`src/rtl/tdc_stamper_pkg.sv`:
```
package tdc_stamper_pkg;
  localparam int unsigned DEF_NUM_CH      = 8;
  localparam int unsigned DEF_FINE_W      = 4;
  localparam int unsigned DEF_COARSE_W    = 12;
  localparam int unsigned DEF_FIFO_DEPTH  = 16;
  localparam int unsigned DEF_SYNC_STAGES = 2;

  function automatic int unsigned idx_width(int unsigned n);
    return (n > 1) ? $clog2(n) : 1;
  endfunction
endpackage

```
`src/rtl/tdc_hit_sync.sv`:
```
module tdc_hit_sync #(
  parameter int unsigned NUM_CH      = 8,
  parameter int unsigned TAPS        = 16,
  parameter int unsigned COARSE_W    = 12,
  parameter int unsigned SYNC_STAGES = 2
) (
  input  logic                         clk,
  input  logic                         rst,
  input  logic [NUM_CH-1:0]            hit_q,
  input  logic [NUM_CH*TAPS-1:0]       therm_i,
  input  logic [COARSE_W-1:0]          coarse_i,
  output logic [NUM_CH-1:0]            sync_v,
  output logic [NUM_CH*TAPS-1:0]       sync_therm,
  output logic [NUM_CH*COARSE_W-1:0]   sync_coarse
);
  for (genvar c = 0; c < NUM_CH; c++) begin : g_ch
    logic [SYNC_STAGES-1:0] v_pipe;
    logic [TAPS-1:0]        t_pipe [SYNC_STAGES];
    logic [COARSE_W-1:0]    c_pipe [SYNC_STAGES];

    always_ff @(posedge clk) begin
      if (rst) begin
        v_pipe <= '0;
      end else begin
        v_pipe[0] <= hit_q[c];
        for (int s = 1; s < SYNC_STAGES; s++) v_pipe[s] <= v_pipe[s-1];
      end
    end

    always_ff @(posedge clk) begin
      t_pipe[0] <= therm_i[c*TAPS +: TAPS];
      c_pipe[0] <= coarse_i;
      for (int s = 1; s < SYNC_STAGES; s++) begin
        t_pipe[s] <= t_pipe[s-1];
        c_pipe[s] <= c_pipe[s-1];
      end
    end

    assign sync_v[c]                           = v_pipe[SYNC_STAGES-1];
    assign sync_therm[c*TAPS +: TAPS]          = t_pipe[SYNC_STAGES-1];
    assign sync_coarse[c*COARSE_W +: COARSE_W] = c_pipe[SYNC_STAGES-1];
  end
endmodule

```
`src/rtl/tdc_therm_enc.sv`:
```
module tdc_therm_enc #(
  parameter int unsigned FINE_W = 4
) (
  input  logic [(1<<FINE_W)-1:0] therm,
  output logic [FINE_W-1:0]      code
);
  localparam int unsigned TAPS     = 1 << FINE_W;
  localparam int unsigned CODE_MAX = TAPS - 1;

  logic [FINE_W:0] ones;

  always_comb begin
    ones = '0;
    for (int i = 0; i < TAPS; i++) ones = ones + (FINE_W+1)'(therm[i]);
    if (ones > (FINE_W+1)'(CODE_MAX)) code = FINE_W'(CODE_MAX);
    else                              code = ones[FINE_W-1:0];
  end
endmodule

```
`src/rtl/tdc_hit_arbiter.sv`:
```
module tdc_hit_arbiter #(
  parameter int unsigned NUM_CH = 8,
  parameter int unsigned TIME_W = 16,
  parameter int unsigned CH_W   = 3
) (
  input  logic                       clk,
  input  logic                       rst,
  input  logic [NUM_CH-1:0]          in_v,
  input  logic [NUM_CH*TIME_W-1:0]   in_time,
  output logic                       req,
  output logic [CH_W-1:0]            req_chan,
  output logic [TIME_W-1:0]          req_time,
  output logic                       collide
);
  logic [NUM_CH-1:0] pend_v;
  logic [NUM_CH-1:0] grant;
  logic [NUM_CH-1:0] load;
  logic [TIME_W-1:0] pend_t [NUM_CH];

  always_comb begin
    grant = '0;
    for (int c = NUM_CH - 1; c >= 0; c--)
      if (pend_v[c]) grant = NUM_CH'(1) << c;
  end

  always_comb begin
    req_chan = '0;
    req_time = '0;
    for (int c = 0; c < NUM_CH; c++)
      if (grant[c]) begin
        req_chan = CH_W'(c);
        req_time = pend_t[c];
      end
  end

  assign req     = |pend_v;
  assign load    = in_v & (~pend_v | grant);
  assign collide = |(in_v & pend_v & ~grant);

  always_ff @(posedge clk) begin
    if (rst) begin
      pend_v <= '0;
    end else begin
      for (int c = 0; c < NUM_CH; c++) begin
        if (load[c])       pend_v[c] <= 1'b1;
        else if (grant[c]) pend_v[c] <= 1'b0;
      end
    end
  end

  always_ff @(posedge clk) begin
    for (int c = 0; c < NUM_CH; c++)
      if (load[c]) pend_t[c] <= in_time[c*TIME_W +: TIME_W];
  end

  AST_ONE_GRANT: assert property (@(posedge clk) disable iff (rst)
    $onehot0(grant));
  AST_LOWEST_FIRST: assert property (@(posedge clk) disable iff (rst)
    req |-> ((pend_v & (grant - 1'b1)) == '0));
endmodule

```
`src/rtl/tdc_event_fifo.sv`:
```
module tdc_event_fifo #(
  parameter int unsigned DEPTH = 16,
  parameter int unsigned WIDTH = 19
) (
  input  logic             clk,
  input  logic             rst,
  input  logic             wr_req,
  input  logic [WIDTH-1:0] wr_data,
  input  logic             rd_ready,
  output logic             rd_valid,
  output logic [WIDTH-1:0] rd_data,
  output logic             drop
);
  localparam int unsigned ADDR_W = (DEPTH > 1) ? $clog2(DEPTH) : 1;

  logic [WIDTH-1:0]  mem [DEPTH];
  logic [ADDR_W-1:0] wr_ptr, rd_ptr;
  logic [ADDR_W:0]   count;
  logic              full, pop, push;

  assign full     = (count == (ADDR_W+1)'(DEPTH));
  assign rd_valid = (count != '0);
  assign pop      = rd_valid & rd_ready;
  assign push     = wr_req & (~full | pop);
  assign drop     = wr_req & full & ~pop;
  assign rd_data  = mem[rd_ptr];

  always_ff @(posedge clk) begin
    if (push) mem[wr_ptr] <= wr_data;
  end

  always_ff @(posedge clk) begin
    if (rst) begin
      wr_ptr <= '0;
      rd_ptr <= '0;
      count  <= '0;
    end else begin
      if (push) wr_ptr <= wr_ptr + 1'b1;
      if (pop)  rd_ptr <= rd_ptr + 1'b1;
      case ({push, pop})
        2'b10:   count <= count + 1'b1;
        2'b01:   count <= count - 1'b1;
        default: ;
      endcase
    end
  end

  AST_FULL_HOLDS: assert property (@(posedge clk) disable iff (rst)
    (full && wr_req && !rd_ready) |=> (count == $past(count)));
  AST_POP_ADVANCES: assert property (@(posedge clk) disable iff (rst)
    (rd_valid && rd_ready && !wr_req) |=> (count == $past(count) - 1'b1));
endmodule

```
`src/rtl/tdc_stamper.sv`:
```
module tdc_stamper
  import tdc_stamper_pkg::*;
#(
  parameter int unsigned NUM_CH      = DEF_NUM_CH,
  parameter int unsigned FINE_W      = DEF_FINE_W,
  parameter int unsigned COARSE_W    = DEF_COARSE_W,
  parameter int unsigned FIFO_DEPTH  = DEF_FIFO_DEPTH,
  parameter int unsigned SYNC_STAGES = DEF_SYNC_STAGES
) (
  input  logic                                  clk,
  input  logic                                  rst,
  input  logic                                  arm_start,
  input  logic                                  arm_stop,
  input  logic                                  gate_en,
  input  logic [NUM_CH-1:0]                     hit_i,
  input  logic [NUM_CH*(1<<FINE_W)-1:0]         fine_therm_i,
  input  logic                                  ovf_clr,
  input  logic                                  ev_ready,
  output logic                                  ev_valid,
  output logic [COARSE_W+FINE_W-1:0]            ev_time,
  output logic [idx_width(NUM_CH)-1:0]          ev_chan,
  output logic                                  overflow
);
  localparam int unsigned TAPS   = 1 << FINE_W;
  localparam int unsigned TIME_W = COARSE_W + FINE_W;
  localparam int unsigned CH_W   = idx_width(NUM_CH);
  localparam int unsigned EV_W   = CH_W + TIME_W;

  logic [COARSE_W-1:0]         coarse_q;
  logic                        armed;
  logic [NUM_CH-1:0]           hit_q;
  logic [NUM_CH-1:0]           sync_v;
  logic [NUM_CH*TAPS-1:0]      sync_therm;
  logic [NUM_CH*COARSE_W-1:0]  sync_coarse;
  logic [NUM_CH*TIME_W-1:0]    stamp;
  logic                        req, collide, fifo_drop, drop_any;
  logic [CH_W-1:0]             req_chan;
  logic [TIME_W-1:0]           req_time;
  logic [EV_W-1:0]             rd_data;

  always_ff @(posedge clk) begin
    if (rst) coarse_q <= '0;
    else     coarse_q <= coarse_q + 1'b1;
  end

  always_ff @(posedge clk) begin
    if (rst)            armed <= 1'b0;
    else if (arm_stop)  armed <= 1'b0;
    else if (arm_start) armed <= 1'b1;
  end

  assign hit_q = hit_i & {NUM_CH{armed & gate_en}};

  tdc_hit_sync #(
    .NUM_CH(NUM_CH), .TAPS(TAPS), .COARSE_W(COARSE_W), .SYNC_STAGES(SYNC_STAGES)
  ) u_sync (
    .clk(clk), .rst(rst), .hit_q(hit_q), .therm_i(fine_therm_i), .coarse_i(coarse_q),
    .sync_v(sync_v), .sync_therm(sync_therm), .sync_coarse(sync_coarse)
  );

  for (genvar c = 0; c < NUM_CH; c++) begin : g_enc
    logic [FINE_W-1:0] fine_code;
    tdc_therm_enc #(.FINE_W(FINE_W)) u_enc (
      .therm(sync_therm[c*TAPS +: TAPS]),
      .code(fine_code)
    );
    assign stamp[c*TIME_W +: TIME_W] = {sync_coarse[c*COARSE_W +: COARSE_W], fine_code};
  end

  tdc_hit_arbiter #(.NUM_CH(NUM_CH), .TIME_W(TIME_W), .CH_W(CH_W)) u_arb (
    .clk(clk), .rst(rst), .in_v(sync_v), .in_time(stamp),
    .req(req), .req_chan(req_chan), .req_time(req_time), .collide(collide)
  );

  tdc_event_fifo #(.DEPTH(FIFO_DEPTH), .WIDTH(EV_W)) u_fifo (
    .clk(clk), .rst(rst), .wr_req(req), .wr_data({req_chan, req_time}),
    .rd_ready(ev_ready), .rd_valid(ev_valid), .rd_data(rd_data), .drop(fifo_drop)
  );

  assign ev_chan  = rd_data[EV_W-1 -: CH_W];
  assign ev_time  = rd_data[TIME_W-1:0];
  assign drop_any = fifo_drop | collide;

  always_ff @(posedge clk) begin
    if (rst)           overflow <= 1'b0;
    else if (drop_any) overflow <= 1'b1;
    else if (ovf_clr)  overflow <= 1'b0;
  end

  AST_OVF_STICKY: assert property (@(posedge clk) disable iff (rst)
    (overflow && !ovf_clr) |=> overflow);
  AST_OVF_CLEAR: assert property (@(posedge clk) disable iff (rst)
    (ovf_clr && !drop_any) |=> !overflow);
endmodule

```
`config.mk`:
```
export PLATFORM = sky130hd
export DESIGN_NAME = tdc_stamper
export DESIGN_NICKNAME = d
export VERILOG_FILES = /design/src/rtl/tdc_stamper_pkg.sv /design/src/rtl/tdc_hit_sync.sv /design/src/rtl/tdc_therm_enc.sv /design/src/rtl/tdc_hit_arbiter.sv /design/src/rtl/tdc_event_fifo.sv /design/src/rtl/tdc_stamper.sv
export SDC_FILE = /design/constraint.sdc
export NUM_CORES = 1
export LEC_CHECK = 0
export BUFFER_PORTS_ARGS = -buffer_cell sky130_fd_sc_hd__buf_2
export CELL_PAD_IN_SITES_DETAIL_PLACEMENT = 0
export CELL_PAD_IN_SITES_GLOBAL_PLACEMENT = 2
export CORE_MARGIN = 2
export CORE_UTILIZATION = 45
export DETAILED_ROUTE_END_ITERATION = 12
export PLACE_DENSITY_LB_ADDON = 0.1
export SKIP_CTS_REPAIR_TIMING = 1
export SYNTH_ARGS = -nofsm -noshare
export SYNTH_HDL_FRONTEND = slang
export SYNTH_SLANG_ARGS = --single-unit
```
`constraint.sdc`:
```
create_clock -name clk -period 9.6 [get_ports clk]
set_clock_uncertainty 0.1 [all_clocks]
set_input_delay 0.48 -clock clk [delete_from_list [all_inputs] [get_ports clk]]
set_output_delay 0.48 -clock clk [all_outputs]
set_load 0.005 [all_outputs]
```
==> flow_summary_export.csv <==
group,metric,value,unit
synth,yosysWarnings,0,
global_route,antenna_found_initial,0,
worst_hold_path,hold_path_class,"in2reg",
synth,synth_top_area_share,47.01,%
floorplan,rows,90,
route,ant_nets,0,
clocking,cts_htree_levels,3,
route,drt-total-wl,52.21,mm
pwr,netSwitchingFraction,22.80,%
worst_hold_path,min_from,"hit_i[2]",
pwr,p_int,6.015,mW
final_layout,multi_input_area,6953,um2
timing,slew_headroom,5.867,%
synth,synth_area,27600,um2
global_route,grtUsageTotal,16.53,%
critical_path,worstSetupEndpointType,"output port",
timing,min_period_over_period,43.31,%
synth,ys_types,55,
synth,synth_edf_count,432,
synth,synth_area_leaders,"edfxtp_1, dfxtp_1, mux4_2, fa_1, inv_1",
critical_path,start_kind,"flop",
route,wl_per_cell,18.02,um
critical_path,worst_ep_arrival_time,3.58,ns
clocking,cts_max_path_buffers,3,
pwr,p_leak,12.73,nW
synth,synth-main-ff-cell,"edfxtp_1",
synth,async_reset_ff_share,0,%
timing,hold_viol,0,
pwr,pwr-share-seq,46.6,%
global_route,grt_pass1_wl,79.72,mm
floorplan,die_y,251.6,um
route,drc,0,
synth,syn_inst,1692,
critical_path,cp.required,9.02,ns
clocking,clk_pin_slew,0.06,ns
floorplan,start_util,45.64,%
critical_path,ff2ff_setup_slack,5.53,ns
timing,fin_crit,4.158,ns
place,place_area,29380,um2
floorplan,fp.coreArea,60470,um2
critical_path,r2r_start,"u_sync.g_ch[2].t_pipe[0][16]",
critical_path,cpMostUsedCell,"mux4_2",
final_layout,area.growth.synth_to_final,21.26,%
timing,max_freq,0.2405,GHz
pwr,p_clk_share,39.7,%
job,cap_violations,0,
synth,synth_nets,1966,
clocking,cts_tree,"yes",
timing,drv_slew,0,
final_layout,antenna_cells,0,
place,dp_hpwl,31.91,mm
route,vias,14110,
synth,yosys_register_bits,767,
route,viasPerCell,4.870,
final_layout,nets,2325,
floorplan,die_x,251.6,um
pwr,comb_power_share,13.7,%
final_layout,fin_area,33460,um2
timing,worstMarginPinSlew,1.412,ns
critical_path,path_max_fanout,46,
timing,fin_hold_ws,0.02091,ns
critical_path,r2r-end,"u_arb.pend_t[0][34]",
critical_path,reg2reg_depth,11,
final_layout,layout.area.seq,19690,um2
critical_path,max_stage_delay,0.85,ns
worst_hold_path,hold_end,"u_sync.g_ch[2].v_pipe[0]",
worst_hold_path,hold_depth,2,
run_status,status,"finished, final reports clean",
route,drt_pass1_iterations,5,
pwr,p_switching,1.777,mW
global_route,grt_pass1_vias,14290,
place,port_buffers,163,
floorplan,boundaryPins,164,
synth,yosysSeqAreaShare,71.31,%
timing,rsz0062_at_grt,"false",
critical_path,path_class,"reg2out",
synth,avgSynthCellArea,16.31,um2
clocking,clockRootBuffer,"clkbuf_16",
global_route,overflow,0,
timing,setup_viol,0,
clocking,cts.sinks,767,
critical_path,cpMaxStageDelayCell,"buf_4",
pwr,p_per_area,232.8,nW/um2
place,place_congestion,0.7413,
global_route,grt_max_degree,70,
final_layout,drive_above_1_share,20.42,%
timing,setup_tns,0,ns
clocking,worstSkewPairLatency,0.61,ns
route,drtIter0Drc,693,
pwr,vdd_drop_max,0.0001519,V
final_layout,n_fill_cell,4867,
critical_path,worstPathCellList,"buf_4 > mux4_2 > mux4_2 > buf_2",
clocking,cts_made_buffers,79,
floorplan,die-area,63320,um2
synth,synth_area_leader_cell,"edfxtp_1",
==> sequential cells by signal, summed over array words and instances, names as in the netlist, named ones only <==
name	count
u_fifo.mem	304
u_sync.g_ch.t_pipe	256
u_arb.pend_t	128
u_sync.g_ch.c_pipe	24
u_sync.g_ch.v_pipe	16
coarse_q	12
u_arb.pend_v	8
u_fifo.count	5
u_fifo.rd_ptr	4
u_fifo.wr_ptr	4
armed	1
overflow	1
==> synth_stat cells (9+ instances only) <==
cell,instances
a211oi_1,15
a21oi_1,42
a22oi_1,33
and2_1,11
buf_2,11
clkbuf_1,30
dfxtp_1,335
edfxtp_1,432
fa_1,81
ha_1,50
inv_1,184
mux2i_1,10
mux4_2,93
nand2_1,82
nand2b_1,10
nor2_1,85
nor2b_1,32
nor3_1,23
o21ai_0,31
o22ai_1,17
xor2_1,9
==> worst max-delay path by stage <==
stage | end | slack, ns | cells past startpoint
floorplan | u_arb.pend_t[0][34] | 5.68 | 11
global placement | u_arb.pend_t[0][34] | 5.56 | 11
detailed placement | u_arb.pend_t[0][18] | 5.51 | 12
CTS | ev_time[15] | 5.31 | 4
global route | ev_time[15] | 5.17 | 4
finish | ev_time[15] | 5.44 | 4
==> critical path: cells and delay by family (launching register included) <==
family   cells  cell delay, ns
mux          2            1.15
buf+inv      2            1.00
flops        1            0.76
==> cells by family (layout without fill, tap and decap cells) <==
| group | Yosys count | after routing | synth area share [%] |
|---|---|---|---|
| AOI/OAI and AO/OA | 162 | 162 | 3.641 |
| DFF | 767 | 767 | 71.31 |
| buffers and inverters | 242 | 666 | 3.682 |
| xor gates and xnor gates | 16 | 16 | 0.5078 |
| and+or+nand+nor | 268 | 268 | 4.534 |
| adders and majority gates | 131 | 131 | 8.143 |
| muxes | 106 | 106 | 8.184 |
==> through the flow <==
step,utilization [%],power (mW),setup slack (ns),instances
4_1_cts,53.06,7.878,5.308,2760
6_report,55.34,7.792,5.442,2898
3_3_place_gp,48.59,4.735,5.564,2614
2_1_floorplan,-,4.516,5.684,1692
5_1_grt,55.34,8.193,5.166,2898
3_5_place_dp,48.59,4.756,5.509,2614
==> cell type report <==
cell class | instances | area share, %
Sequential cell | 767 | 58.83
Inverter | 185 | 2.075
Clock inverter | 34 | 1.047
Timing Repair Buffer | 335 | 7.325
Tap cell | 782 | 2.924
Multi-Input combinational cell | 683 | 20.78
Clock buffer | 112 | 7.026
==> per-layer routing <==
| layer | track usage [%] | up-vias | share of wire, % |
|---|---|---|---|
| met5 | 0 | - | 0 |
| met4 | 5.510 | 0 | 2.1 |
| met3 | 3.012 | 68 | 4.3 |
| met2 | 28.68 | 281 | 51 |
| met1 | 20.96 | 7032 | 42 |
| li1 | - | 6733 | - |
==> cell usage in the layout (no fill, tap or decap), types with 8 or more instances in the layout <==
cell type      instances
mux2i_1               10
dlygate4sd3_1        136
o21ai_0               31
o22ai_1               17
nor2_1                84
nand2_1               82
clkinv_2               9
clkbuf_8               8
xor2_1                 9
nor2b_1               32
nand2b_1              10
a21oi_1               42
buf_2                163
buf_4                 35
fa_1                  81
mux4_2                93
clkbuf_1              17
inv_1                184
ha_1                  50
a22oi_1               33
dfxtp_1              332
edfxtp_1             432
nor3_1                19
a211oi_1              15
and2_1                11
o21ai_1                8
clkbuf_16             87
==> power groups by stage <==
stage                     clock network (mW)  registers [mW]  logic (mW)
after floorplan                            0            3.66       0.855
after global placement                     0            3.70        1.03
after detailed placement                   0            3.71        1.05
after CTS                               3.19            3.63        1.06
after global routing                    3.32            3.64        1.23
final                                   3.10            3.63        1.06
(Power assumes the default switching activity.)
